==> src/rtl/fstx_pkg.sv <==
package fstx_pkg;

    localparam int WORD_MAX = 16;

    typedef enum logic [1:0] {
        A_CTL  = 2'd0,
        A_DIV  = 2'd1,
        A_DATA = 2'd2
    } addr_e;

    typedef struct packed {
        logic [3:0] wlen_m1;
        logic       indep;
        logic       framed;
        logic       late;
        logic       act_low;
        logic       int_fs;
        logic       int_clk;
        logic       en;
    } ctl_t;

    localparam int CTL_W = $bits(ctl_t);

    function automatic logic [4:0] eff_len(input logic [3:0] m1);
        return (m1 < 4'd2) ? 5'd3 : ({1'b0, m1} + 5'd1);
    endfunction

endpackage

==> src/rtl/fstx_regs.sv <==
module fstx_regs
    import fstx_pkg::*;
#(
    parameter int DIVW = 8
) (
    input  logic                clk,
    input  logic                rst,
    input  logic                cfg_we,
    input  logic [1:0]          cfg_addr,
    input  logic [15:0]         cfg_wdata,
    input  logic                take,
    output ctl_t                ctl,
    output logic [DIVW-1:0]     div_reg,
    output logic                buf_full,
    output logic [WORD_MAX-1:0] buf_data
);

    always_ff @(posedge clk) begin
        if (rst) begin
            ctl      <= '0;
            div_reg  <= '0;
            buf_full <= 1'b0;
            buf_data <= '0;
        end else begin
            if (take) buf_full <= 1'b0;
            if (cfg_we) begin
                case (addr_e'(cfg_addr))
                    A_CTL:   ctl <= ctl_t'(cfg_wdata[CTL_W-1:0]);
                    A_DIV:   div_reg <= cfg_wdata[DIVW-1:0];
                    A_DATA: begin
                        buf_data <= cfg_wdata[WORD_MAX-1:0];
                        buf_full <= 1'b1;
                    end
                    default: ;
                endcase
            end
        end
    end

endmodule

==> src/rtl/fstx_clkgen.sv <==
module fstx_clkgen #(
    parameter int DIVW = 8
) (
    input  logic            clk,
    input  logic            rst,
    input  logic            en,
    input  logic            int_clk,
    input  logic [DIVW-1:0] div_reg,
    input  logic            frame_evt,
    input  logic            sclk_i,
    output logic            tick,
    output logic            sclk_o
);

    logic [DIVW-1:0] div_act;
    logic [DIVW-1:0] cnt;
    logic            sclk_q;
    logic            ext_q;
    logic            run;

    assign run = en && int_clk;

    always_ff @(posedge clk) begin
        if (rst) begin
            div_act <= '0;
            cnt     <= '0;
            sclk_q  <= 1'b0;
            ext_q   <= 1'b0;
        end else begin
            ext_q <= sclk_i;
            if (!en || frame_evt) div_act <= div_reg;
            if (!run) begin
                cnt    <= '0;
                sclk_q <= 1'b0;
            end else if (cnt >= div_act) begin
                cnt    <= '0;
                sclk_q <= !sclk_q;
            end else begin
                cnt <= cnt + 1'b1;
            end
        end
    end

    assign tick   = en && (int_clk ? (run && (cnt >= div_act) && !sclk_q)
                                   : (sclk_i && !ext_q));
    assign sclk_o = sclk_q;

    // the active divider only moves on a frame sync or while disabled
    a_r8_div_hold: assert property (@(posedge clk) disable iff (rst)
        (en && !frame_evt) |=> $stable(div_act));

endmodule

==> src/rtl/fstx_engine.sv <==
module fstx_engine
    import fstx_pkg::*;
#(
    parameter int GUARD = 6
) (
    input  logic                clk,
    input  logic                rst,
    input  logic                tick,
    input  ctl_t                ctl,
    input  logic                buf_full,
    input  logic [WORD_MAX-1:0] buf_data,
    input  logic                fs_i,
    output logic                take,
    output logic                frame_evt,
    output logic                sd_o,
    output logic                fs_o
);

    localparam int GW = $clog2(GUARD + 1);

    logic [WORD_MAX-1:0] sr;
    logic [4:0]          left;
    logic                pend, word_sync, locked, sd_q, fs_q;
    logic [GW-1:0]       guard;

    logic [4:0]          wl;
    logic                guard_ok, ext_act, have, synced, trig;
    logic                start, announce, fs_now;
    logic [WORD_MAX-1:0] wdata, aligned;

    always_comb begin
        wl       = eff_len(ctl.wlen_m1);
        guard_ok = (guard == GW'(GUARD));
        ext_act  = (fs_i ^ ctl.act_low) && guard_ok;
        have     = ctl.indep || buf_full;
        synced   = !locked;
        wdata    = buf_full ? buf_data : '0;
        aligned  = wdata << (5'(WORD_MAX) - wl);
        trig     = ctl.int_fs ? have : ext_act;
        start    = 1'b0;
        announce = 1'b0;
        if (locked) begin
            start = (left == 5'd0) && have;
        end else if (ctl.late) begin
            start = (left == 5'd0) && trig;
        end else begin
            announce = (left <= 5'd1) && !pend && trig;
            start    = pend;
        end
        fs_now = ctl.int_fs && (ctl.late ? ((start && synced) || (left != 5'd0 && word_sync))
                                         : announce);
    end

    assign take      = tick && ctl.en && start && buf_full;
    assign frame_evt = tick && ctl.en && synced && (ctl.late ? start : announce);

    always_ff @(posedge clk) begin
        if (rst || !ctl.en) begin
            sr        <= '0;
            left      <= '0;
            pend      <= 1'b0;
            word_sync <= 1'b0;
            locked    <= 1'b0;
            sd_q      <= 1'b0;
            fs_q      <= 1'b0;
            guard     <= '0;
        end else if (tick) begin
            if (!guard_ok) guard <= guard + 1'b1;
            pend <= announce;
            fs_q <= fs_now;
            if (start) begin
                sd_q      <= aligned[WORD_MAX-1];
                sr        <= aligned << 1;
                left      <= wl - 5'd1;
                word_sync <= synced;
                if (!ctl.framed && synced) locked <= 1'b1;
            end else if (left != 5'd0) begin
                sd_q <= sr[WORD_MAX-1];
                sr   <= sr << 1;
                left <= left - 5'd1;
            end else begin
                sd_q <= 1'b0;
            end
        end
    end

    assign sd_o = sd_q;
    assign fs_o = fs_q ^ ctl.act_low;

    // a word announced by an early sync starts only after the previous one drained
    a_r2_no_overlap: assert property (@(posedge clk) disable iff (rst)
        (tick && ctl.en && pend) |-> (left == 5'd0));

    // no external sync is taken inside the guard window
    a_r6_guard: assert property (@(posedge clk) disable iff (rst)
        (tick && ctl.en && !ctl.int_fs && !locked && !pend && guard != GW'(GUARD))
            |-> !(start || announce));

    // a late internal sync covers the remaining bits of its word
    a_r1_late_hold: assert property (@(posedge clk) disable iff (rst)
        (tick && ctl.en && ctl.int_fs && ctl.late && word_sync && left > 5'd1)
            |=> (fs_q || !ctl.en));

endmodule

==> src/rtl/fstx_top.sv <==
module fstx_top
    import fstx_pkg::*;
#(
    parameter int DIVW  = 8,
    parameter int GUARD = 6
) (
    input  logic        clk,
    input  logic        rst,
    input  logic        cfg_we,
    input  logic [1:0]  cfg_addr,
    input  logic [15:0] cfg_wdata,
    output logic        tx_ready,
    input  logic        sclk_i,
    output logic        sclk_o,
    input  logic        fs_i,
    output logic        fs_o,
    output logic        sd_o
);

    ctl_t                ctl;
    logic [DIVW-1:0]     div_reg;
    logic                buf_full;
    logic [WORD_MAX-1:0] buf_data;
    logic                take, frame_evt, tick;

    fstx_regs #(.DIVW(DIVW)) regs_i (
        .clk(clk), .rst(rst), .cfg_we(cfg_we), .cfg_addr(cfg_addr),
        .cfg_wdata(cfg_wdata), .take(take), .ctl(ctl), .div_reg(div_reg),
        .buf_full(buf_full), .buf_data(buf_data)
    );

    fstx_clkgen #(.DIVW(DIVW)) clkgen_i (
        .clk(clk), .rst(rst), .en(ctl.en), .int_clk(ctl.int_clk),
        .div_reg(div_reg), .frame_evt(frame_evt), .sclk_i(sclk_i),
        .tick(tick), .sclk_o(sclk_o)
    );

    fstx_engine #(.GUARD(GUARD)) engine_i (
        .clk(clk), .rst(rst), .tick(tick), .ctl(ctl), .buf_full(buf_full),
        .buf_data(buf_data), .fs_i(fs_i), .take(take), .frame_evt(frame_evt),
        .sd_o(sd_o), .fs_o(fs_o)
    );

    assign tx_ready = !buf_full;

    // a disabled port drives no serial clock edges
    a_r7_sclk_gated: assert property (@(posedge clk) disable iff (rst)
        !ctl.en |=> !sclk_o);

    // moving a word into the shift register frees the holding buffer
    a_r4_ready_rise: assert property (@(posedge clk) disable iff (rst)
        (take && !(cfg_we && cfg_addr == A_DATA)) |=> tx_ready);

endmodule

==> config.mk <==
export PLATFORM = sky130hd
export DESIGN_NAME = fstx_top
export DESIGN_NICKNAME = d
export VERILOG_FILES = /design/src/rtl/fstx_pkg.sv /design/src/rtl/fstx_regs.sv /design/src/rtl/fstx_clkgen.sv /design/src/rtl/fstx_engine.sv /design/src/rtl/fstx_top.sv
export SDC_FILE = /design/constraint.sdc
export NUM_CORES = 1
export LEC_CHECK = 0
export BUFFER_PORTS_ARGS = -buffer_cell sky130_fd_sc_hd__buf_4
export CORE_ASPECT_RATIO = 1.2
export CORE_UTILIZATION = 60
export DETAILED_ROUTE_END_ITERATION = 8
export GPL_ROUTABILITY_DRIVEN = 0
export PLACE_DENSITY = 0.78
export SLEW_MARGIN = 20
export SYNTH_ARGS = -nofsm -noshare
export SYNTH_HDL_FRONTEND = slang
export SYNTH_SLANG_ARGS = --single-unit
export TNS_END_PERCENT = 1
==> constraint.sdc <==
create_clock -name clk -period 9.2 [get_ports clk]
set_input_delay 0.46 -clock clk [delete_from_list [all_inputs] [get_ports clk]]
set_output_delay 0.46 -clock clk [all_outputs]
set_load 0.02 [all_outputs]
==> impl_metrics.ini, run 1 <==
[run_status]
status = finished, final reports clean

[grt]
antenna_found_initial = 0
overflow = 0
grt_use_met3_pct = 5.54
met1_usage_pct = 38.9
grt_pass1_wl_um = 17700
grt_use_met2_pct = 44.1
grt_max_degree = 48
grt_busiest_layer = met2
grt_pass1_vias = 3817
grt_util_all_layers_pct = 28.2

[finish]
layout.area.seq_sq_um = 1640
largest_reg_flops = 16
synthToLayoutAreaGrowth_pct = 7.97
reg_top3 = regs_i.buf_data (16), engine_i.sr (15), regs_i.ctl (11)
design_area_sq_um = 4900
fill_cells = 645
nets = 594
drive_above_1_share_pct = 11.4
insertedDiodeCount = 0
multi_input_area_sq_um = 2690
top_register = regs_i.buf_data

[detailed_routing]
vias_per_cell = 6.15
vias = 4000
drc_errors = 0
firstDrtPassIters = 5
ant_nets = 0
drtIter0Drc = 295
wire_per_inst_um = 15.7
routed_wl_um = 10200

[power]
p_sw_uw = 176
power_frac_comb_pct = 8.4
pwr-share-clk_pct = 36.4
swShare_pct = 26.4
p_leak_nw = 1.88
seq_power_share_pct = 55.2
powerDensity_nw_per_um2 = 136
peakVddDrop_uv = 83.4
intPower_uw = 492

[yosys]
ys_seq_area_share_pct = 36.2
yosys.cell_types.count = 61
async_flop_share_pct = 0
synth_area_sq_um = 4540
ys_ff_latch = 82
synth-main-ff-cell = dfxtp_1
yosysWarnings = 0
synth_nets = 595
syn_inst = 556
syn_avg_cell_area_sq_um = 8.16
synth_edf_count = 0

[floorplanning]
num_io_pins = 27
rows = 34
die-area_sq_um = 7920
die_y_um = 97.3
initial_core_util_pct = 62.4
core_sq_um = 7270
die_x_um = 81.4

[cts]
hold_buffers = 0
cts_root_buf = clkbuf_8
htreeDepth = 3
post_cts_buffers = 0
cts_buffers = 9
cts_tree = built
path_clk_slew_ns = 0.09
cts_resized = 0
clock_latency_ns = 0.36
clock_sinks = 82
clockBufferDepth = 2

[timing]
relSlewSlack_pct = 30.3
setup_viol = 0
final_max_slew_viol_count = 0
timing.setup.tns_ns = 0
rsz0062_at_grt = no
skew_ns = 0.00915
tightest_slew_ns = 1.04
hold_slack_ns = 0.335
finalHoldViolations = 0
post-route-min-period_ns = 3.56
worst_slack_ns = 5.64
fin_crit_sh_pct = 38.7
clock.fmax_mhz = 281

[min_path]
worstHoldPathType = primary input to flop
hold_depth = 2

[critical_path]
crit_fanout = 24
critical_path_cell_count = 8
worstPathBufferInverterCount = 1
reg2regPathDepth = 8
slowest_delay_ns = 0.94
path_cells = o31ai_4 -> inv_2 -> ha_1 -> mux2_2 -> o211ai_1 -> mux2i_1 -> a221oi_1 -> nor2_1
arrival_ns = 3.80
crit_path_end_kind = flop
crit_required_ns = 9.44
path_class = flop to flop
crit_family = compound AO/OA/AOI/OAI gates
cp_slowest_cell = ha_1
cp-start-kind = flop
rrSetupSlack_ns = 5.64

[placement]
pre_cts_ws_ns = 5.67
place_area_sq_um = 4710
hpwl_um = 7300
portBuffers = 26

[flow_run]
maxCapViolCount = 0
==> layer usage <==
layer / part of all wire, % / up-vias
li1: - / 1955
met1: 47 / 1900
met2: 46 / 123
met3: 4.9 / 22
met4: 1.8 / 0
met5: 0 / -
==> worst register-to-register path, delay by kind of cell, from the launching register on <==
family,cells,cell delay [ns]
multiplexers,2,0.57
AO/OA/AOI/OAI,3,1.14
buffers and inverters,1,0.29
flip-flops,1,0.42
adder cells (fa/ha/maj),1,0.94
AND/OR/NAND/NOR,1,0.08
==> per-stage QoR <==
step | utilization [%] | std cells | power [mW]
CTS | 67.2 | 650 | 0.668
detailed placement | 64.7 | 634 | 0.432
global route | 67.4 | 650 | 0.692
global placement | 64.7 | 634 | 0.430
floorplan | - | 556 | 0.413
finish | 67.4 | 650 | 0.668
==> path summary, 6_finish.rpt <==
check                                   start                           to
setup / recovery   regs_i.ctl[9]$_SDFFE_PP0P_  engine_i.sr[8]$_SDFFE_PP0P_
hold / removal                         sclk_i    clkgen_i.ext_q$_SDFF_PP0_
setup reg to reg   regs_i.ctl[9]$_SDFFE_PP0P_  engine_i.sr[8]$_SDFFE_PP0P_
hold reg to reg   engine_i.sr[1]$_SDFFE_PP0P_  engine_i.sr[1]$_SDFFE_PP0P_
==> kinds of logic (layout without fill, tap and decap cells) <==
| kind of cell | Yosys count | count (layout) | synth area share [%] |
|---|---|---|---|
| AOI/OAI and AO/OA | 137 | 137 | 18.7 |
| muxes | 47 | 47 | 11.2 |
| and+or+nand+nor | 205 | 205 | 22.1 |
| xor gates and xnor gates | 12 | 12 | 2.32 |
| buffers and inverters | 57 | 61 | 5.05 |
| DFF | 82 | 82 | 36.2 |
| adders and majority gates | 16 | 16 | 4.41 |
==> placed cells by master, fill, tap and decap left out, drive strengths merged, types with 4 or more instances in the layout <==
cell type	count
dfxtp	82
nand2	79
nor2	55
o21ai	46
mux2i	42
a21oi	40
buf	28
nand3	18
inv	18
ha	16
a31oi	14
clkbuf	11
nor2b	9
xnor2	7
nor3	6
a211oi	6
nand2b	6
xor2	5
and3	4
nand4	4
o21a	4
o211ai	4
==> power groups by stage <==
stage | logic, mW | registers [mW] | clock network, mW
after floorplan | 0.0410 | 0.372 | 0
after global placement | 0.0536 | 0.377 | 0
after detailed placement | 0.0550 | 0.377 | 0
after CTS | 0.0553 | 0.369 | 0.244
after global routing | 0.0617 | 0.370 | 0.261
final | 0.0561 | 0.369 | 0.243
==> cell usage after synthesis, types with 4 or more instances <==
library cell	instances	area share (%)
dfxtp_1	82	36
nand3_1	18	2.0
nand4_1	4	0.55
a211oi_1	6	0.99
ha_1	16	4.4
a21oi_1	40	4.4
buf_2	5	0.55
mux2i_1	42	9.3
nor2_1	55	4.5
inv_1	16	1.3
o211ai_1	4	0.66
xor2_1	5	0.96
nand2b_1	4	0.55
o21a_1	4	0.66
nor3_1	6	0.66
o21ai_1	5	0.55
nor2b_1	9	1.2
o21ai_0	41	4.5
and3_1	4	0.55
nand2_1	79	6.5
clkbuf_1	30	2.5
a31oi_1	14	1.9
xnor2_1	7	1.4
==> final cells by class <==
cell class	count	share of cell area, %
sequential	82	33.5
tap	90	2.30
inverter	17	1.30
timing repair buffer	28	4.29
clock buffer	11	2.89
clock inverter	5	0.766
multi-input combinational	417	55.0
(Power assumes the default switching activity.)
==> inputs of run 2 (changes only) <==
==> constraint.sdc (replaced) <==
create_clock -name clk -period 3.6 [get_ports clk]
set_input_delay 0.18 -clock clk [delete_from_list [all_inputs] [get_ports clk]]
set_output_delay 0.18 -clock clk [all_outputs]
set_load 0.02 [all_outputs]
==> impl_metrics.ini, run 2 (synthesis results as in run 1) <==
[detailed_routing]
ant_nets = 0
drtIter0Drc = 288
vias = 3994
vias_per_cell = 6.09
drc_errors = 0
wire_per_inst_um = 16.0
routed_wl_um = 10500
firstDrtPassIters = 5

[finish]
layout.area.seq_sq_um = 1640
design_area_sq_um = 4970
top_register = regs_i.buf_data
reg_top3 = regs_i.buf_data (16), engine_i.sr (15), regs_i.ctl (11)
multi_input_area_sq_um = 2690
mostFrequentLayoutCells = dfxtp_1, nand2_1, nor2_1, mux2i_1, o21ai_0
drive_above_1_share_pct = 12.4
final_cell_count_no_fill = 656
largest_reg_flops = 16
layout_commonest_cell = dfxtp_1
nets = 600
insertedDiodeCount = 0
synthToLayoutAreaGrowth_pct = 9.43
fill_cells = 607

[min_path]
worstHoldPathType = primary input to flop
hold_depth = 2
hold_start = sclk_i

[critical_path]
crit_start = regs_i.ctl[8]$_SDFFE_PP0P_
crit_fanout = 11
reg2regPathDepth = 10
timing.rr.start = regs_i.ctl[8]$_SDFFE_PP0P_
cp-start-kind = flop
crit_required_ns = 3.89
crit_path_end_kind = flop
rrSetupSlack_ns = 0.54
path_class = flop to flop
arrival_ns = 3.35

[timing]
setup_viol = 0
tightest_slew_ns = 0.985
relSlewSlack_pct = 33.9
finalHoldViolations = 0
skew_ns = 0.0120
rsz0062_at_grt = no
post-route-min-period_ns = 3.06
clock.fmax_mhz = 327
final_max_slew_viol_count = 0
fin_crit_sh_pct = 85.0
timing.setup.tns_ns = 0

[grt]
overflow = 0
grt_busiest_layer = met2
grt_pass1_vias = 3844
grt_max_degree = 48
grt_use_met3_pct = 3.85
antenna_found_initial = 0
grt_pass1_wl_um = 17900
grt_util_all_layers_pct = 28.9
met1_usage_pct = 37.5
grt_use_met2_pct = 47.2

[cts]
cts_resized = 0
clockBufferDepth = 2
clock_sinks = 82
hold_buffers = 0
clock_latency_ns = 0.36
cts_tree = built
htreeDepth = 3
cts_root_buf = clkbuf_8
post_cts_buffers = 0
path_clk_slew_ns = 0.09
cts_buffers = 9

[floorplanning]
rows = 34
die-area_sq_um = 7920
die_x_um = 81.4
num_io_pins = 27
initial_core_util_pct = 62.4
die_y_um = 97.3
core_sq_um = 7270

[power]
peakVddDrop_uv = 483
powerDensity_nw_per_um2 = 360
p_leak_nw = 1.93

[placement]
portBuffers = 26
hpwl_um = 7530
dp.cells = 640
place_area_sq_um = 4750

[flow_run]
maxCapViolCount = 0

[run_status]
status = finished, final reports clean
==> run 2: layout make-up <==
class                   instances  area share (%)
clock buffers                   9            2.49
repair buffers                 34            5.14
inverters                      17            1.28
multi-input cells             417            54.1
well taps                      90            2.27
clock inverters                 7            1.69
flip-flops and latches         82            33.1
==> run 2: worst paths after layout <==
kind,end
setup / recovery,engine_i.sd_o$_SDFFE_PP0P_
hold / removal,clkgen_i.ext_q$_SDFF_PP0_
setup reg to reg,engine_i.sd_o$_SDFFE_PP0P_
hold reg to reg,engine_i.sr[1]$_SDFFE_PP0P_
==> run 2: worst max-delay path, cell delays in order (launching register included) <==
cell and delay [ns]:
dfxtp_1 0.58, ha_1 0.38, nor2_1 0.14, ha_1 0.30, nand2_1 0.10, a22o_1 0.20
a31oi_1 0.41, nand2b_4 0.10, and2b_1 0.42, nand4_1 0.17, a31oi_1 0.18
==> run 2: metrics by stage <==
step	utilization [%]	setup WS [ns]	hold slack [ns]	total power [mW]
3_3_place_gp	65.3	0.773	0.405	1.10
5_1_grt	68.3	0.284	0.0621	1.86
6_report	68.3	0.538	0.0499	1.79
2_1_floorplan	-	0.576	0.308	1.06
4_1_cts	68.2	0.580	0.0474	1.80
3_5_place_dp	65.3	0.606	0.427	1.11
==> run 2: metal layers <==
layer / part of all wire [%] / vias to the layer above
met1: 43 / 1859
li1: - / 1968
met5: 0 / -
met2: 49 / 141
met3: 5.7 / 26
met4: 2.3 / 0
==> run 2: report_power, final <==
part | internal, mW | switching (mW) | total, mW
clock network | 0.332 | 0.368 | 0.701
registers | 0.923 | 0.0175 | 0.940
logic | 0.0641 | 0.0850 | 0.149
